$ cat src/rtl/agc_pkg.sv
package agc_pkg;

    typedef enum logic [1:0] {
        MODE_SPLIT  = 2'b00,
        MODE_LOCK   = 2'b01,
        MODE_DIRECT = 2'b10,
        MODE_RSVD   = 2'b11
    } agc_mode_e;

    typedef enum logic [0:0] {
        ST_ACCUM = 1'b0,
        ST_APPLY = 1'b1
    } agc_state_e;

    localparam int NUM_CH = 2;

endpackage

$ cat src/rtl/agc_window_counter.sv
module agc_window_counter
    import agc_pkg::*;
#(
    parameter int WIN_LEN = 512,
    parameter int CNT_W   = $clog2(WIN_LEN + 1)
) (
    input  logic                          clk,
    input  logic                          rst,
    input  logic                          sample_en,
    input  logic [NUM_CH-1:0]             mag_bits,
    output logic [NUM_CH-1:0][CNT_W-1:0]  win_cnt,
    output logic                          win_close
);

    localparam int SMP_W = (WIN_LEN > 1) ? $clog2(WIN_LEN) : 1;
    localparam logic [SMP_W-1:0] LAST_SMP = SMP_W'(WIN_LEN - 1);

    logic [SMP_W-1:0] smp_cnt;
    logic             last_smp;

    assign last_smp = (smp_cnt == LAST_SMP);

    always_ff @(posedge clk) begin
        if (rst) begin
            smp_cnt   <= '0;
            win_close <= 1'b0;
        end else begin
            win_close <= sample_en && last_smp;
            if (sample_en) begin
                smp_cnt <= last_smp ? '0 : smp_cnt + SMP_W'(1);
            end
        end
    end

    for (genvar ch = 0; ch < NUM_CH; ch++) begin : g_ch
        logic [CNT_W-1:0] acc;
        logic [CNT_W-1:0] acc_inc;

        assign acc_inc = acc + CNT_W'(mag_bits[ch]);

        always_ff @(posedge clk) begin
            if (rst) begin
                acc         <= '0;
                win_cnt[ch] <= '0;
            end else if (sample_en) begin
                if (last_smp) begin
                    win_cnt[ch] <= acc_inc;
                    acc         <= '0;
                end else begin
                    acc <= acc_inc;
                end
            end
        end
    end

endmodule

$ cat src/rtl/agc_gain_step.sv
module agc_gain_step #(
    parameter int GAIN_W = 6,
    parameter int CNT_W  = 10
) (
    input  logic [GAIN_W-1:0] cur_gain,
    input  logic [CNT_W-1:0]  win_cnt,
    input  logic [CNT_W-1:0]  ref_cnt,
    output logic [GAIN_W-1:0] nxt_gain
);

    localparam logic [GAIN_W-1:0] GAIN_MAX = {GAIN_W{1'b1}};
    localparam logic [GAIN_W-1:0] GAIN_MIN = '0;

    always_comb begin
        nxt_gain = cur_gain;
        if (win_cnt < ref_cnt) begin
            if (cur_gain != GAIN_MAX) begin
                nxt_gain = cur_gain + GAIN_W'(1);
            end
        end else if (win_cnt > ref_cnt) begin
            if (cur_gain != GAIN_MIN) begin
                nxt_gain = cur_gain - GAIN_W'(1);
            end
        end
    end

endmodule

$ cat src/rtl/agc_seq_fsm.sv
module agc_seq_fsm
    import agc_pkg::*;
(
    input  logic       clk,
    input  logic       rst,
    input  logic       win_close,
    input  logic [1:0] mode,
    output logic       step_en,
    output logic       lock_en,
    output logic       direct_en,
    output logic       window_done
);

    agc_state_e state;
    agc_state_e state_nxt;
    agc_mode_e  mode_e;

    assign mode_e = agc_mode_e'(mode);

    always_ff @(posedge clk) begin
        if (rst) begin
            state <= ST_ACCUM;
        end else begin
            state <= state_nxt;
        end
    end

    always_comb begin
        state_nxt = state;
        unique case (state)
            ST_ACCUM: state_nxt = win_close ? ST_APPLY : ST_ACCUM;
            ST_APPLY: state_nxt = ST_ACCUM;
        endcase
    end

    always_comb begin
        step_en     = 1'b0;
        lock_en     = 1'b0;
        direct_en   = 1'b0;
        window_done = (state == ST_APPLY);
        unique case (mode_e)
            MODE_SPLIT: begin
                step_en = (state == ST_ACCUM) && win_close;
            end
            MODE_LOCK: begin
                step_en = (state == ST_ACCUM) && win_close;
                lock_en = 1'b1;
            end
            MODE_DIRECT: begin
                direct_en = 1'b1;
            end
            MODE_RSVD: begin
                step_en = 1'b0;
            end
        endcase
    end

endmodule

$ cat src/rtl/mag_agc.sv
module mag_agc
    import agc_pkg::*;
#(
    parameter int WIN_LEN   = 512,
    parameter int GAIN_W    = 6,
    parameter int GAIN_INIT = 58,
    parameter int CNT_W     = $clog2(WIN_LEN + 1)
) (
    input  logic              clk,
    input  logic              rst,
    input  logic              sample_en,
    input  logic              i_mag,
    input  logic              q_mag,
    input  logic [CNT_W-1:0]  ref_count,
    input  logic [1:0]        agc_mode,
    input  logic [GAIN_W-1:0] direct_gain,
    output logic [GAIN_W-1:0] gain_i,
    output logic [GAIN_W-1:0] gain_q,
    output logic              window_done
);

    localparam logic [GAIN_W-1:0] GAIN_RST = GAIN_W'(GAIN_INIT);
    localparam int CH_I = 0;
    localparam int CH_Q = 1;

    logic [NUM_CH-1:0]            mag_bits;
    logic [NUM_CH-1:0][CNT_W-1:0] win_cnt;
    logic                         win_close;
    logic                         step_en;
    logic                         lock_en;
    logic                         direct_en;
    logic [NUM_CH-1:0][GAIN_W-1:0] gain_r;
    logic [NUM_CH-1:0][GAIN_W-1:0] gain_nxt;

    assign mag_bits[CH_I] = i_mag;
    assign mag_bits[CH_Q] = q_mag;

    agc_window_counter #(
        .WIN_LEN (WIN_LEN),
        .CNT_W   (CNT_W)
    ) u_win (
        .clk       (clk),
        .rst       (rst),
        .sample_en (sample_en),
        .mag_bits  (mag_bits),
        .win_cnt   (win_cnt),
        .win_close (win_close)
    );

    agc_seq_fsm u_fsm (
        .clk         (clk),
        .rst         (rst),
        .win_close   (win_close),
        .mode        (agc_mode),
        .step_en     (step_en),
        .lock_en     (lock_en),
        .direct_en   (direct_en),
        .window_done (window_done)
    );

    for (genvar ch = 0; ch < NUM_CH; ch++) begin : g_step
        agc_gain_step #(
            .GAIN_W (GAIN_W),
            .CNT_W  (CNT_W)
        ) u_step (
            .cur_gain (gain_r[ch]),
            .win_cnt  (win_cnt[ch]),
            .ref_cnt  (ref_count),
            .nxt_gain (gain_nxt[ch])
        );
    end

    always_ff @(posedge clk) begin
        if (rst) begin
            gain_r[CH_I] <= GAIN_RST;
            gain_r[CH_Q] <= GAIN_RST;
        end else if (direct_en) begin
            gain_r[CH_I] <= direct_gain;
            gain_r[CH_Q] <= direct_gain;
        end else if (step_en) begin
            gain_r[CH_I] <= gain_nxt[CH_I];
            gain_r[CH_Q] <= lock_en ? gain_nxt[CH_I] : gain_nxt[CH_Q];
        end
    end

    assign gain_i = gain_r[CH_I];
    assign gain_q = gain_r[CH_Q];

endmodule

$ cat config.mk
export PLATFORM = sky130hd
export DESIGN_NAME = mag_agc
export DESIGN_NICKNAME = d
export VERILOG_FILES = /design/src/rtl/agc_pkg.sv /design/src/rtl/agc_window_counter.sv /design/src/rtl/agc_gain_step.sv /design/src/rtl/agc_seq_fsm.sv /design/src/rtl/mag_agc.sv
export SDC_FILE = /design/constraint.sdc
export NUM_CORES = 1
export LEC_CHECK = 0
export ABC_AREA = 1
export BUFFER_PORTS_ARGS = -buffer_cell sky130_fd_sc_hd__buf_4
export CORE_MARGIN = 5
export CORE_UTILIZATION = 45
export CTS_CLUSTER_SIZE = 16
export DETAILED_ROUTE_END_ITERATION = 10
export PLACE_DENSITY_LB_ADDON = 0.25
export SYNTH_ARGS = -nofsm -noshare
export SYNTH_HDL_FRONTEND = slang
export SYNTH_SLANG_ARGS = --single-unit
$ cat constraint.sdc
create_clock -name clk -period 3.1 [get_ports clk]
set_input_delay 0.93 -clock clk [delete_from_list [all_inputs] [get_ports clk]]
set_output_delay 0.93 -clock clk [all_outputs]
set_load 0.02 [all_outputs]
==> impl_metrics.tcl, run 1 <==
set metrics [dict create \
    critPathRequiredTime_ps 3350 \
    num_rows 33 \
    port_buffers 35 \
    startpoint "ref_count[3]" \
    p_leak_nw 2.18 \
    first_iter_violations 118 \
    r2r-start "u_win.win_cnt[19]" \
    slew_violations 0 \
    critPathLaunchType "input port" \
    max_freq_ghz 0.352 \
    drc 0 \
    fin_skew_ps 10.1 \
    layout_setup_ws_ps 259 \
    dp_cells 674 \
    synthMostInstantiatedCell "nand2_1" \
    clockBufferDepth 2 \
    grt_pass1_wl_um 15700 \
    status "finished clean" \
    antenna_found_initial 0 \
    track_usage_pct 18.7 \
    synth_edf_count 0 \
    start_util_pct 46.7 \
    viasPerCell 5.24 \
    yosysSeqAreaShare_pct 32.5 \
    stdcell_count 691 \
    ios 36 \
    dieArea_sq_mm 0.0106 \
    cts_hold_buf 0 \
    fin_nets 640 \
    crit_fanout 6 \
    crit_path_end_kind "flip-flop" \
    wl_per_cell_um 13.2 \
    grt-ovfl-total 0 \
    root_buffer "clkbuf_8" \
    synth_area_leader_cell "dfxtp_1" \
    power_mw 1.89 \
    tightest_slew_ps 781 \
    synth_ff_type "dfxtp_1" \
    cts_max_level 3 \
    synth-warning-count 0 \
    r2r-end "gain_q[5]" \
    synthCells 534 \
    slew_headroom_pct 47.9 \
    worstSkewPairLatency_ps 350 \
    place_congestion 0.852 \
    r2r_setup_slack_ps 660 \
    maxCapViolCount 0 \
    arrival_ps 3090 \
    path_clk_slew_ps 80 \
    dr.pass1.iters 4 \
    power_density_mw_per_mm2 417 \
    drive_gt1_share_pct 16.0 \
    yosysUniqueCellTypes 41 \
    timing.hold.ws_ps 431 \
    min_period_ps 2840 \
    place_hpwl_um 6910 \
    grt_pass1_vias 3382 \
    die_h_um 103 \
    coreArea_sq_mm 0.00830 \
    die_x_um 103 \
    synthArstFlopShare_pct 0 \
    synthesis.nets 593 \
    yosys.area.top_type_share_pct 32.5 \
    avgSynthCellArea_sq_um 7.26 \
    ir_drop_mv 0.232 \
    critPathKind "input port to flip-flop" \
    hold_path_class "flip-flop to flip-flop" \
    cts_tree "yes" \
    postSynthRegisterBits 63 \
    cts_made_buffers 9 \
    reg2regPathDepth 16 \
    synth.area.top_cells "dfxtp_1 (33%), nand2_1 (14%), ha_1 (11%), a21oi_1 (5.8%), inv_1 (5.5%)" \
    grt_start_max_net_pins 31 \
    ant_nets 0 \
    grt_setup_unrepaired "no" \
    synth.cell_area_sq_mm 0.00388 \
    finalHoldViolations 0 \
    period_share_pct 91.6 \
    dpl_worst_slack_ps -117 \
    yosys-top-cells-count "nand2_1 (142), dfxtp_1 (63), inv_1 (57)" \
    crit_path_end "gain_q[5]" \
    finalSetupViolations 0 \
    tns_ps 0 \
    wirelength_um 9100 \
    area_growth_pct 17.2 \
    clock_sinks 63 \
    diodes 0 \
    vias 3619 \
]
## per-stage QoR
step | area [sq um] | utilization [%]
4_1_cts | 4530 | 54.6
2_1_floorplan | 3880 | -
3_5_place_dp | 4310 | 52.0
6_report | 4540 | 54.8
3_3_place_gp | 4310 | 52.0
5_1_grt | 4540 | 54.8
## area by class of cell
cell class,instances,area (sq um)
fill,801,3750
clock buffer,9,124
sequential,63,1260
multi-input combinational,398,2330
timing repair buffer,50,375
clock inverter,7,97.6
tap,105,131
inverter,59,221
## registers in the layout (all words and copies together), names as in the netlist
register and cells:
u_win.g_ch.acc 20, gain_q 6, u_win.smp_cnt 9, u_win.win_cnt 20
u_fsm.window_done 1, u_win.win_close 1, gain_i 6
## repair_timing
action,4_1_cts,5_1_grt
setup endpoints to repair,0,1
setup buffers,0,1
gates resized for setup,0,1
## cell families after synthesis
kind of cell    share of synthesized area (%)
flops                                    32.5
compound gates                           14.7
xor+xnor                                 4.74
buf+inv                                  7.42
simple gates                             28.8
fa+ha+maj                                11.8
## critical path, stage by stage
cell and delay, ps:
buf_4 110, inv_1 90, ha_1 250, a21oi_1 140
o21ai_0 90, nand2_1 100, nand3_2 150, ha_1 370
nand2_1 60, inv_1 60, nand4_1 100, nand3_1 100
nand2_1 70, a21o_1 190, nand3_1 60, nand3_1 80
nand2_1 70, nand2_1 50
## routing by layer
metal	GRT usage [%]	up-vias	part of all wire [%]
met5	0	-	0
met4	4.98	0	1.8
met3	4.33	15	4.9
met2	31.4	80	47
met1	24.2	1663	46
li1	-	1861	-
## how the worst min path moves through the flow
| stage | start | end | slack (ps) | cells past startpoint |
|---|---|---|---|---|
| floorplan | u_win.win_close | u_fsm.window_done | 420 | 2 |
| global placement | u_win.win_close | u_fsm.window_done | 430 | 2 |
| detailed placement | u_win.win_close | u_fsm.window_done | 430 | 2 |
| CTS | u_win.win_close | u_fsm.window_done | 440 | 2 |
| global route | u_win.win_close | u_fsm.window_done | 490 | 2 |
| finish | u_win.win_close | u_fsm.window_done | 430 | 2 |
## where the power goes
| group | internal [mW] | total (mW) | leakage [nW] | switching [mW] |
|---|---|---|---|---|
| Combinational | 0.0981 | 0.241 | 1.56 | 0.143 |
| Clock | 0.454 | 0.803 | 0.105 | 0.349 |
| Sequential | 0.825 | 0.849 | 0.511 | 0.0240 |
| Total | 1.38 | 1.89 | 2.18 | 0.516 |
## cell usage in the layout (no fill, tap or decap), types with 3 or more instances in the layout
| cell | count |
|---|---|
| nand3_2 | 6 |
| nand4_1 | 6 |
| clkbuf_8 | 9 |
| nand3_1 | 33 |
| ha_1 | 35 |
| o21ai_0 | 19 |
| nand4_2 | 3 |
| xnor2_1 | 9 |
| nand2_1 | 142 |
| nor3_1 | 8 |
| nor2_2 | 3 |
| a21oi_1 | 44 |
| inv_1 | 57 |
| a22o_1 | 15 |
| nand2_2 | 3 |
| nor2_1 | 35 |
| dfxtp_1 | 63 |
| xor2_1 | 12 |
| a21oi_2 | 4 |
| buf_4 | 50 |
(Power assumes the default switching activity.)
==> inputs of run 2 (changes only) <==
ABC_AREA = unset   (was 1)
HOLD_SLACK_MARGIN = 0.05   (was unset)
==> run 2 against run 1 <==
The run now ends with negative setup slack left; first-iteration DRC count unchanged; die area up 0.76%; flip-flop and latch count unchanged.
==> impl_metrics.tcl, run 2 <==
set metrics [dict create \
    finalSetupViolations 1 \
    hold_path_class "flip-flop to flip-flop" \
    fin_skew_ps 14.0 \
    cts_hold_buf 0 \
    layout_common_cells "dfxtp_1 (63), buf_4 (63), nor2_1 (62)" \
    cpPeakStageDelay_ps 370 \
    yosys.area.top_type_share_pct 32.2 \
    drive_gt1_share_pct 22.6 \
    maxCapViolCount 0 \
    dr.pass1.iters 4 \
    cts_max_level 3 \
    grt_pass1_wl_um 16600 \
    place_hpwl_um 7480 \
    p_leak_nw 1.95 \
    clock_sinks 63 \
    clockBufferDepth 2 \
    start_util_pct 45.5 \
    die_h_um 103 \
    min_period_ps 3110 \
    synth_ff_type "dfxtp_1" \
    first_iter_violations 118 \
    avgSynthCellArea_sq_um 8.03 \
    wirelength_um 9880 \
    p_seq_share_pct 48.0 \
    coreArea_sq_mm 0.00859 \
    root_buffer "clkbuf_8" \
    power_mw 1.77 \
    finalHoldViolations 0 \
    vias 3610 \
    internal_power_mw 1.26 \
    wl_per_cell_um 15.0 \
    switchingPower_mw 0.516 \
    slew_violations 0 \
    cts_made_buffers 9 \
    grt_setup_unrepaired "yes" \
    track_usage_pct 19.9 \
    port_buffers 35 \
    antenna_found_initial 0 \
    yosysUniqueCellTypes 53 \
    viasPerCell 5.49 \
    crit_path_end_kind "flip-flop" \
    violations "negative setup slack" \
    area_growth_pct 24.7 \
    slowest_stage "a2111oi_4" \
    diodes 0 \
    ant_nets 0 \
    place_congestion 0.842 \
    dieArea_sq_mm 0.0107 \
    cp_cell_sequence "buf_4 > inv_2 > ha_4 > nand4_1 > a211oi_2 > a2111oi_4 > inv_2 > ha_4 > a211oi_4 > o21bai_1 > a21oi_2 > xnor2_1 > xnor2_1 > o311ai_1 > o21ai_1" \
    synth_area_leader_cell "dfxtp_1" \
    synthArstFlopShare_pct 0 \
    drc 0 \
    yosysSeqAreaShare_pct 32.2 \
    synthesis.nets 546 \
    crit_fanout 5 \
    swShare_pct 29.1 \
    synth.area.top_cells "dfxtp_1 (32%), ha_1 (11%), nor2_1 (6.0%), o21ai_0 (5.2%), a21oi_1 (4.6%)" \
    arrival_ps 3340 \
    worstSkewPairLatency_ps 350 \
    largestRegisters "u_win.g_ch.acc (20), u_win.win_cnt (20), u_win.smp_cnt (9)" \
    stdcell_count 657 \
    period_share_pct 100 \
    grt-ovfl-total 0 \
    synth_edf_count 0 \
    r2r-start "u_win.win_cnt[19]" \
    synth-warning-count 0 \
    max_freq_ghz 0.322 \
    ios 36 \
    slew_headroom_pct 61.2 \
    cts_tree "yes" \
    dp_cells 637 \
    min-delay-start "u_win.win_cnt[2]" \
    grt_pass1_vias 3506 \
    power_density_mw_per_mm2 363 \
    yosys-top-cells-count "dfxtp_1 (63), nor2_1 (62), nand2_1 (48)" \
    path_clk_slew_ps 80 \
    grt_start_max_net_pins 38 \
    tightest_slew_ps 580 \
    combPwrFrac_pct 14.6 \
    critPathKind "input port to flip-flop" \
    layout_setup_ws_ps -7.99 \
    critPathLaunchType "input port" \
    fillCellCount 809 \
    startpoint "ref_count[4]" \
    pwr-share-clk_pct 37.3 \
    fin_nets 603 \
    ir_drop_mv 0.253 \
    synth.cell_area_sq_mm 0.00391 \
    postSynthRegisterBits 63 \
    critPathRequiredTime_ps 3340 \
    synthMostInstantiatedCell "dfxtp_1" \
    num_rows 34 \
    die_x_um 103 \
    synthCells 487 \
    status "finished, violations left" \
]
## run 2: routing by layer
layer | global-route usage, % | wire [um] | vias up
met5 | 0 | 0 | -
met4 | 8.47 | 274 | 0
met3 | 4.36 | 422 | 24
met2 | 35.2 | 4940 | 72
met1 | 23.0 | 4240 | 1684
li1 | - | - | 1830
## run 2: through the flow
step	setup TNS (ps)	util (%)	hold slack, ps	worst slack (ps)	area, sq um
detailed placement	-1220	53.5	454	-406	4600
global route	-372	56.8	489	-174	4880
finish	-7.99	56.8	471	-7.99	4880
global placement	-926	53.5	459	-349	4600
CTS	-4.20	55.9	472	-4.20	4810
floorplan	-264	-	429	-185	4080
## run 2: power groups by stage
stage                     Sequential [mW]  Clock [mW]  Combinational (mW)
after floorplan                     0.870           0               0.147
after global placement              0.868           0               0.243
after detailed placement            0.868           0               0.250
after CTS                           0.850       0.677               0.254
after global routing                0.854       0.724               0.287
final                               0.851       0.661               0.259
## run 2: worst paths after layout
path         cells after the start          endpoint  slack, ps
max                             15         gain_q[5]         -8
min                              2  u_win.win_cnt[2]        470
max reg2reg                     12         gain_q[5]        310
min reg2reg                      2  u_win.win_cnt[2]        470
## run 2: what timing repair did
item                                    CTS  global route
pin swaps                                 5             7
endpoints found under the setup margin    1             3
resized for setup                         3            12
setup buffers                             2             2
gates cloned                              0             0
## run 2: cells by family after synthesis
family                     after synthesis  share of synthesized area [%]
AOI/OAI and AO/OA                      121                           20.4
DFF                                     63                           32.2
buffers and inverters                   49                           4.96
adders and majority gates               36                           11.7
muxes                                   13                           3.45
xor gates and xnor gates                26                           5.82
and+or+nand+nor                        179                           21.4
## run 2: worst max-delay path, delay by kind of cell
| kind | cells | cell delay (ps) |
|---|---|---|
| and+or+nand+nor | 1 | 130 |
| buffers and inverters | 3 | 340 |
| AOI/OAI and AO/OA | 7 | 1240 |
| xor gates and xnor gates | 2 | 250 |
| adders and majority gates | 2 | 450 |
## run 2: final cells by class
class / count / area (sq um) / share of cell area (%)
Inverter: 29 / 136 / 2.80
Clock buffer: 10 / 138 / 2.82
Sequential cell: 63 / 1260 / 25.9
Tap cell: 108 / 135 / 2.77
Clock inverter: 6 / 45.0 / 0.924
Timing Repair Buffer: 66 / 510 / 10.5
Multi-Input combinational cell: 375 / 2650 / 54.4
